--- config.mk ---
export PLATFORM = sky130hd
export DESIGN_NAME = craps_game
export DESIGN_NICKNAME = d
export VERILOG_FILES = /design/src/rtl/craps_pkg.sv /design/src/rtl/dice_counter.sv /design/src/rtl/sum_decoder.sv /design/src/rtl/point_reg.sv /design/src/rtl/craps_fsm.sv /design/src/rtl/craps_game.sv
export SDC_FILE = /design/constraint.sdc
export NUM_CORES = 1
export LEC_CHECK = 0
export ABC_CLOCK_PERIOD_IN_PS = 2300
export BUFFER_PORTS_ARGS = -buffer_cell sky130_fd_sc_hd__buf_2
export CORE_ASPECT_RATIO = 1.4
export CORE_MARGIN = 5
export CORE_UTILIZATION = 49
export CTS_CLUSTER_SIZE = 10
export DETAILED_ROUTE_END_ITERATION = 8
export MAX_ROUTING_LAYER = met4
export PLACE_DENSITY = 0.73
export SETUP_SLACK_MARGIN = 0.2
export SLEW_MARGIN = 20
export SYNTH_ARGS = -nofsm -noshare
export SYNTH_HDL_FRONTEND = slang
export SYNTH_HIERARCHICAL = 1
export SYNTH_SLANG_ARGS = --single-unit
--- constraint.sdc ---
create_clock -name clk -period 2.3 [get_ports clk]
set_clock_uncertainty 0.05 [all_clocks]
set_input_delay 0.23 -clock clk [delete_from_list [all_inputs] [get_ports clk]]
set_output_delay 0.23 -clock clk [all_outputs]
set_load 0.03 [all_outputs]
--- src/rtl/craps_pkg.sv ---
// Shared definitions for the craps game controller.
package craps_pkg;
    typedef enum logic [2:0] {
        ST_FIRST = 3'd0,
        ST_WAIT  = 3'd1,
        ST_LATER = 3'd2,
        ST_WIN   = 3'd3,
        ST_LOSE  = 3'd4
    } game_state_t;
endpackage

--- src/rtl/dice_counter.sv ---
// Two chained dice counters. The second die counts fastest and the
// first die steps when the second wraps from the top face back to 1.
// Assumes: en comes from the controller; synchronous active-low reset.
module dice_counter #(
    parameter int FACES = 6,
    localparam int DW = $clog2(FACES + 1)
) (
    input  logic          clk,
    input  logic          rst_n,
    input  logic          en,
    output logic [DW-1:0] die_a,
    output logic [DW-1:0] die_b
);
    localparam logic [DW-1:0] ONE = DW'(1);
    localparam logic [DW-1:0] TOP = DW'(FACES);

    // Advance the 36-state pair while enabled.
    always_ff @(posedge clk) begin
        if (!rst_n) begin
            die_a <= ONE;
            die_b <= ONE;
        end else if (en) begin
            if (die_b == TOP) begin
                die_b <= ONE;
                die_a <= (die_a == TOP) ? ONE : die_a + ONE;
            end else begin
                die_b <= die_b + ONE;
            end
        end
    end


    die_range_chk: assert property (@(posedge clk) disable iff (!rst_n)
        (die_a >= ONE && die_a <= TOP && die_b >= ONE && die_b <= TOP));

    die_hold_chk: assert property (@(posedge clk) disable iff (!rst_n)
        (!en && $past(rst_n)) |=> ($stable(die_a) && $stable(die_b)));
endmodule

--- src/rtl/sum_decoder.sv ---
// Adds the dice and decodes the conditions the controller needs.
// Purely combinational.
module sum_decoder #(
    parameter int DW = 3,
    parameter int SW = 4
) (
    input  logic [DW-1:0] die_a,
    input  logic [DW-1:0] die_b,
    input  logic [SW-1:0] point,
    output logic          is_seven,
    output logic          is_natural,
    output logic          is_craps,
    output logic          is_point
);
    logic [SW-1:0] total;

    // Sum and compare against the fixed craps values and the stored point.
    always_comb begin
        total      = SW'(die_a) + SW'(die_b);
        is_seven   = (total == SW'(7));
        is_natural = (total == SW'(7)) || (total == SW'(11));
        is_craps   = (total == SW'(2)) || (total == SW'(3)) || (total == SW'(12));
        is_point   = (total == point);
    end
endmodule

--- src/rtl/point_reg.sv ---
// Holds the point. Loads only on the store strobe from the controller.
// Assumes: store fires at most once per game; synchronous active-low reset.
module point_reg #(
    parameter int DW = 3,
    parameter int SW = 4
) (
    input  logic          clk,
    input  logic          rst_n,
    input  logic          store,
    input  logic [DW-1:0] die_a,
    input  logic [DW-1:0] die_b,
    output logic [SW-1:0] point
);
    // Capture the current sum on store.
    always_ff @(posedge clk) begin
        if (!rst_n)     point <= '0;
        else if (store) point <= SW'(die_a) + SW'(die_b);
    end


    point_fixed_chk: assert property (@(posedge clk) disable iff (!rst_n)
        (!store && $past(rst_n)) |=> $stable(point));
endmodule

--- src/rtl/craps_fsm.sv ---
// Game controller. A roll is judged on the edge after roll_req falls.
// Assumes: roll_req is debounced and synchronous; synchronous active-low reset.
module craps_fsm
    import craps_pkg::*;
(
    input  logic clk,
    input  logic rst_n,
    input  logic roll_req,
    input  logic is_seven,
    input  logic is_natural,
    input  logic is_craps,
    input  logic is_point,
    output logic roll_en,
    output logic store_pt,
    output logic win,
    output logic lose
);
    game_state_t state, nxt;
    logic        req_d;
    logic        release_evt;

    // Remember last request level for release detection.
    always_ff @(posedge clk) begin
        if (!rst_n) req_d <= 1'b0;
        else        req_d <= roll_req;
    end

    assign release_evt = req_d && !roll_req;

    // Next state and strobes.
    always_comb begin
        nxt      = state;
        store_pt = 1'b0;
        roll_en  = 1'b0;
        unique case (state)
            ST_FIRST: begin
                roll_en = roll_req;
                if (release_evt) begin
                    if (is_natural)    nxt = ST_WIN;
                    else if (is_craps) nxt = ST_LOSE;
                    else begin
                        store_pt = 1'b1;
                        nxt      = ST_WAIT;
                    end
                end
            end
            ST_WAIT: begin
                roll_en = roll_req;
                if (roll_req) nxt = ST_LATER;
            end
            ST_LATER: begin
                roll_en = roll_req;
                if (release_evt) begin
                    if (is_point)      nxt = ST_WIN;
                    else if (is_seven) nxt = ST_LOSE;
                    else               nxt = ST_WAIT;
                end
            end
            ST_WIN:  nxt = ST_WIN;
            ST_LOSE: nxt = ST_LOSE;
            default: nxt = ST_FIRST;
        endcase
    end

    // State register.
    always_ff @(posedge clk) begin
        if (!rst_n) state <= ST_FIRST;
        else        state <= nxt;
    end

    assign win  = (state == ST_WIN);
    assign lose = (state == ST_LOSE);


    flags_excl_chk: assert property (@(posedge clk) disable iff (!rst_n)
        !(win && lose));

    win_hold_chk: assert property (@(posedge clk) disable iff (!rst_n)
        win |=> win);

    lose_hold_chk: assert property (@(posedge clk) disable iff (!rst_n)
        lose |=> lose);

    over_frozen_chk: assert property (@(posedge clk) disable iff (!rst_n)
        (win || lose) |-> !roll_en);

    store_on_release_chk: assert property (@(posedge clk) disable iff (!rst_n)
        store_pt |-> (release_evt && !roll_en));
endmodule

--- src/rtl/craps_game.sv ---
// Top level of the craps game: dice counters, point register,
// sum decoder and controller. All logic on the rising edge of clk.
module craps_game #(
    parameter int FACES = 6,
    localparam int DW = $clog2(FACES + 1),
    localparam int SW = $clog2(2 * FACES + 1)
) (
    input  logic          clk,
    input  logic          rst_n,
    input  logic          roll_req,
    output logic [DW-1:0] die_a,
    output logic [DW-1:0] die_b,
    output logic [SW-1:0] point,
    output logic          win,
    output logic          lose
);
    logic roll_en, store_pt;
    logic is_seven, is_natural, is_craps, is_point;

    dice_counter #(.FACES(FACES)) u_dice (
        .clk(clk), .rst_n(rst_n), .en(roll_en),
        .die_a(die_a), .die_b(die_b));

    sum_decoder #(.DW(DW), .SW(SW)) u_dec (
        .die_a(die_a), .die_b(die_b), .point(point),
        .is_seven(is_seven), .is_natural(is_natural),
        .is_craps(is_craps), .is_point(is_point));

    point_reg #(.DW(DW), .SW(SW)) u_point (
        .clk(clk), .rst_n(rst_n), .store(store_pt),
        .die_a(die_a), .die_b(die_b), .point(point));

    craps_fsm u_fsm (
        .clk(clk), .rst_n(rst_n), .roll_req(roll_req),
        .is_seven(is_seven), .is_natural(is_natural),
        .is_craps(is_craps), .is_point(is_point),
        .roll_en(roll_en), .store_pt(store_pt),
        .win(win), .lose(lose));
endmodule

==> results <==
- Max-cap violations in this run came to 0.
- The worst register-to-register path has a setup slack of 0.01 ns.
- Global routing consumed, over all layers together, 17.0% of the routing resources.
- The sink count of the clock tree is 14.
- Port buffering added 14 buffers.
- The power per standard cell area is 586 nW/um^2.
- Of all flip-flops after synthesis, the portion carrying an async set or reset was 0%.
- The count of standard-cell rows is 19.
- For this run, the top clock speed supported by timing is 438 MHz.
- The met1 track utilization from global routing is 19.8%.
- For this configuration, the core starts out at a cell density of 50.0%.
- The leading area contributor after synthesis is sky130_fd_sc_hd__dfxtp_1.
- The fraction of final layout cells with drive strength greater than 1 is 38.1%.
- The type of element capturing the critical path is a flip-flop.
- The H-tree level count is 1.
- The aggregate routed wire length is 2.38 mm.
- In the final layout, the multi-input gates occupy 762 um^2.
- In this design, the stage delay of the slowest critical-path cell is 0.38 ns.
- The number of inserted diodes is 0.
- The total leakage power is 0.521 nW.
- The category of the most critical setup path is reg2reg.
- The number of synthesized flops with an enable pin is 0.
- The worst-case IR drop observed on VDD is 431 uV.
- The worst min-delay path class is in2reg.
- The global routing met2 resource utilization is 25.8%.
- The root buffer cell chosen for the clock tree is sky130_fd_sc_hd__clkbuf_4.
- After legalization and detailed placement, the total HPWL measured 1.61 mm.
- The part of the Yosys area used for sequential elements is 29.1%.
- The length of the first detailed-routing pass in iterations is 4.
- The arrival time of the worst setup path is 2.43 ns.
- The layout has 161 filler cells.
- TritonCTS built the clock tree.
- The overall die area is 2970 um^2.
- In this run the horizontal extent of the chip is 47.5 um.
- Of all nets on the critical path, the largest fanout is 6.
- Traced cell by cell, the critical path runs through ha_4 -> fa_2 -> xnor2_4 -> or3_1 -> mux2i_4 -> nor3b_2 -> a21oi_1 -> nor2_1 -> nor3_1.
- The number of flip-flops in the largest register is 4.
- In the final design database the tool counted 138 nets.
- Using the TritonRoute via totals, the vias-per-cell ratio works out to 5.85.
- The cell with the largest stage delay on the worst path is sky130_fd_sc_hd__fa_2.
- The count of endpoints failing hold in the final timing report is 0.
- The synthesized netlist net count is 116.
- The number of global-route vias before repair came to 816.
- Pin placement for this block handled 15 I/O pins.
- The detailed router's first-iteration violation count is 16.
- The average cell area after synthesis is 9.18 um^2.
- Setup repair after global routing could not meet its margin everywhere.
- The worst pin sits at a relative slew slack of 53.1%.
- The flip-flop cell with the highest count after synthesis is sky130_fd_sc_hd__dfxtp_1.
- The count of vias placed by the detailed router is 860.
- The max-slew violation count came to 0.
- The share of the cycle needed by the critical path after routing is 99.4%.
- The share of synthesized area in the top cell type comes to 29.1%.
- The DRC violation count after routing is 0.
- The number of synthesized register bits is 14.
- The mapped cell area is 963 um^2.
- The critical path's top delay family is simple AND/OR/NAND/NOR gates.
- The kind of start point of the critical path is a flip-flop.
- The synthesis-to-layout area growth is 28.7%.
- After synthesis, the netlist uses 41 different library cells.
- The maximum root-to-sink buffer count is 2.
- Entering global routing, the biggest net connects 17 pins.
- The number of nets still failing antenna checks after routing is 0.
- The critical path contains buffers and inverters numbering 0 combined.
- The number of placed instances with taps included is 141.
- met2 is the most crowded layer.
- The global routing usage on met3 is 2.88%.
- Global routing finished with a remaining overflow of 0.
- Buffers inserted to repair hold after CTS numbered 0.
- The number of buffers inserted during clock tree synthesis is 3.
- The register area is 303 um^2.
- The flow ran to the end, and the final reports show no timing, DRC or antenna violations.
- Counting I/O delays and the setup requirement, the final critical path takes 2.29 ns.
- The required arrival time at the worst endpoint is 2.44 ns.
- The core region area is 1930 um^2.
- The final-report setup violation count is 0.
- The number of antenna violations at the first check in global routing is 0.
- The final weighted congestion of routability-driven global placement is 0.868.
- The routed length per placed instance is 16.2 um.
- The clock latency at the later pin of the worst-skew pair is 0.30 ns.
- The worst hold slack is 0.159 ns.
- The number of warnings printed during yosys synthesis is 6.
- The die boundary height is 62.5 um.
- The clock transition at the registers of the reported paths is 0.09 ns.
- In the post-synthesis netlist, the biggest area contributors are sky130_fd_sc_hd__dfxtp_1 (29%), sky130_fd_sc_hd__ha_1 (7.8%), sky130_fd_sc_hd__nand2_1 (4.7%).
- The first global-routing pass estimated 3.59 mm of wire.
- The actual slew at the worst max-slew pin is 0.702 ns.
- The post-synthesis cell count is 105.
- The post-route non-filler standard cell count is 147.
## cell type report
cell class / instances / area share, %
inverter: 6 / 1.82
clock inverter: 1 / 0.303
clock buffer: 3 / 1.82
sequential: 14 / 24.4
tap: 21 / 2.12
multi-input combinational: 84 / 61.5
timing repair buffer: 18 / 8.07
## report_power, final
group          internal, mW  total, mW  switching [mW]
combinational         0.134      0.289           0.155
sequential            0.256      0.286          0.0303
clock                0.0633      0.152          0.0883
## layer usage
metal  up-vias  routed length (um)  share of wire, %
li1        423                   -                 -
met1       405                 964                40
met2        23                1250                52
met3         9                  83               3.5
met4         0                  87               3.7
met5         -                   0                 0
## path summary, 6_finish.rpt
| path | start | to | depth (start not counted) |
|---|---|---|---|
| worst min-delay path | roll_req | u_fsm/req_d$_SDFF_PN0_ | 2 |
| worst max register to register | u_dice/die_a[0]$_SDFFE_PN1P_ | u_fsm/state[0]$_SDFFE_PN0P_ | 9 |
| worst min register to register | u_point/point[2]$_SDFFE_PN0P_ | u_point/point[2]$_SDFFE_PN0P_ | 2 |
| worst max-delay path | u_dice/die_a[0]$_SDFFE_PN1P_ | u_fsm/state[0]$_SDFFE_PN0P_ | 9 |
## cells in the final DEF (no fill, tap or decap), types with 2 or more instances in the layout
| cell type | n |
|---|---|
| sky130_fd_sc_hd__ha_1 | 3 |
| sky130_fd_sc_hd__dfxtp_4 | 6 |
| sky130_fd_sc_hd__nor2_1 | 4 |
| sky130_fd_sc_hd__buf_4 | 4 |
| sky130_fd_sc_hd__ha_4 | 3 |
| sky130_fd_sc_hd__inv_1 | 5 |
| sky130_fd_sc_hd__o21ai_0 | 7 |
| sky130_fd_sc_hd__nand3b_1 | 3 |
| sky130_fd_sc_hd__a21oi_1 | 6 |
| sky130_fd_sc_hd__xnor2_1 | 2 |
| sky130_fd_sc_hd__buf_2 | 14 |
| sky130_fd_sc_hd__a21boi_0 | 2 |
| sky130_fd_sc_hd__dfxtp_1 | 8 |
| sky130_fd_sc_hd__nand2_1 | 12 |
| sky130_fd_sc_hd__clkbuf_4 | 3 |
| sky130_fd_sc_hd__o21ai_1 | 2 |
| sky130_fd_sc_hd__and2_1 | 2 |
| sky130_fd_sc_hd__a21o_1 | 2 |
| sky130_fd_sc_hd__o211a_1 | 2 |
| sky130_fd_sc_hd__or3_4 | 2 |
| sky130_fd_sc_hd__xor2_1 | 3 |
## kinds of logic after synthesis
logic type      share of synthesized area (%)
simple gates                             26.5
flops                                    29.1
buf+inv                                  3.51
xor+xnor                                 6.24
fa+ha+maj                                11.9
mux                                      2.08
compound gates                           20.6
## per-stage QoR
step	utilization, %	cell area (um^2)	setup slack (ns)	TNS, ns	total power, mW
final	64.4	1240	0.0147	0	0.727
after CTS	62.4	1200	0.0385	0	0.695
after detailed placement	59.0	1140	0.00795	0	0.524
after global placement	59.0	1140	0.0314	0	0.516
after global routing	64.4	1240	-0.0933	-0.204	0.768
after floorplan	-	1040	0.0809	0	0.471
## synth_stat cells (2+ instances only)
cell / count
sky130_fd_sc_hd__o211a_1: 2
sky130_fd_sc_hd__ha_1: 6
sky130_fd_sc_hd__fa_1: 2
sky130_fd_sc_hd__nor2_1: 4
sky130_fd_sc_hd__inv_1: 6
sky130_fd_sc_hd__a21o_1: 2
sky130_fd_sc_hd__nand2_1: 12
sky130_fd_sc_hd__or3_1: 3
sky130_fd_sc_hd__and2_1: 2
sky130_fd_sc_hd__o21ai_0: 8
sky130_fd_sc_hd__dfxtp_1: 14
sky130_fd_sc_hd__nor4_1: 2
sky130_fd_sc_hd__mux2i_1: 2
sky130_fd_sc_hd__xnor2_1: 2
sky130_fd_sc_hd__xor2_1: 3
sky130_fd_sc_hd__nand3b_1: 3
sky130_fd_sc_hd__a21oi_1: 7
sky130_fd_sc_hd__a21boi_0: 2
## what timing repair did
item / 4_1_cts / 5_1_grt
buffers inserted: 1 / 1
gates resized for setup: 4 / 5
pin swaps: 1 / 2
setup endpoints to repair: 7 / 7
No activity file was read; power rests on OpenSTA's default activity.
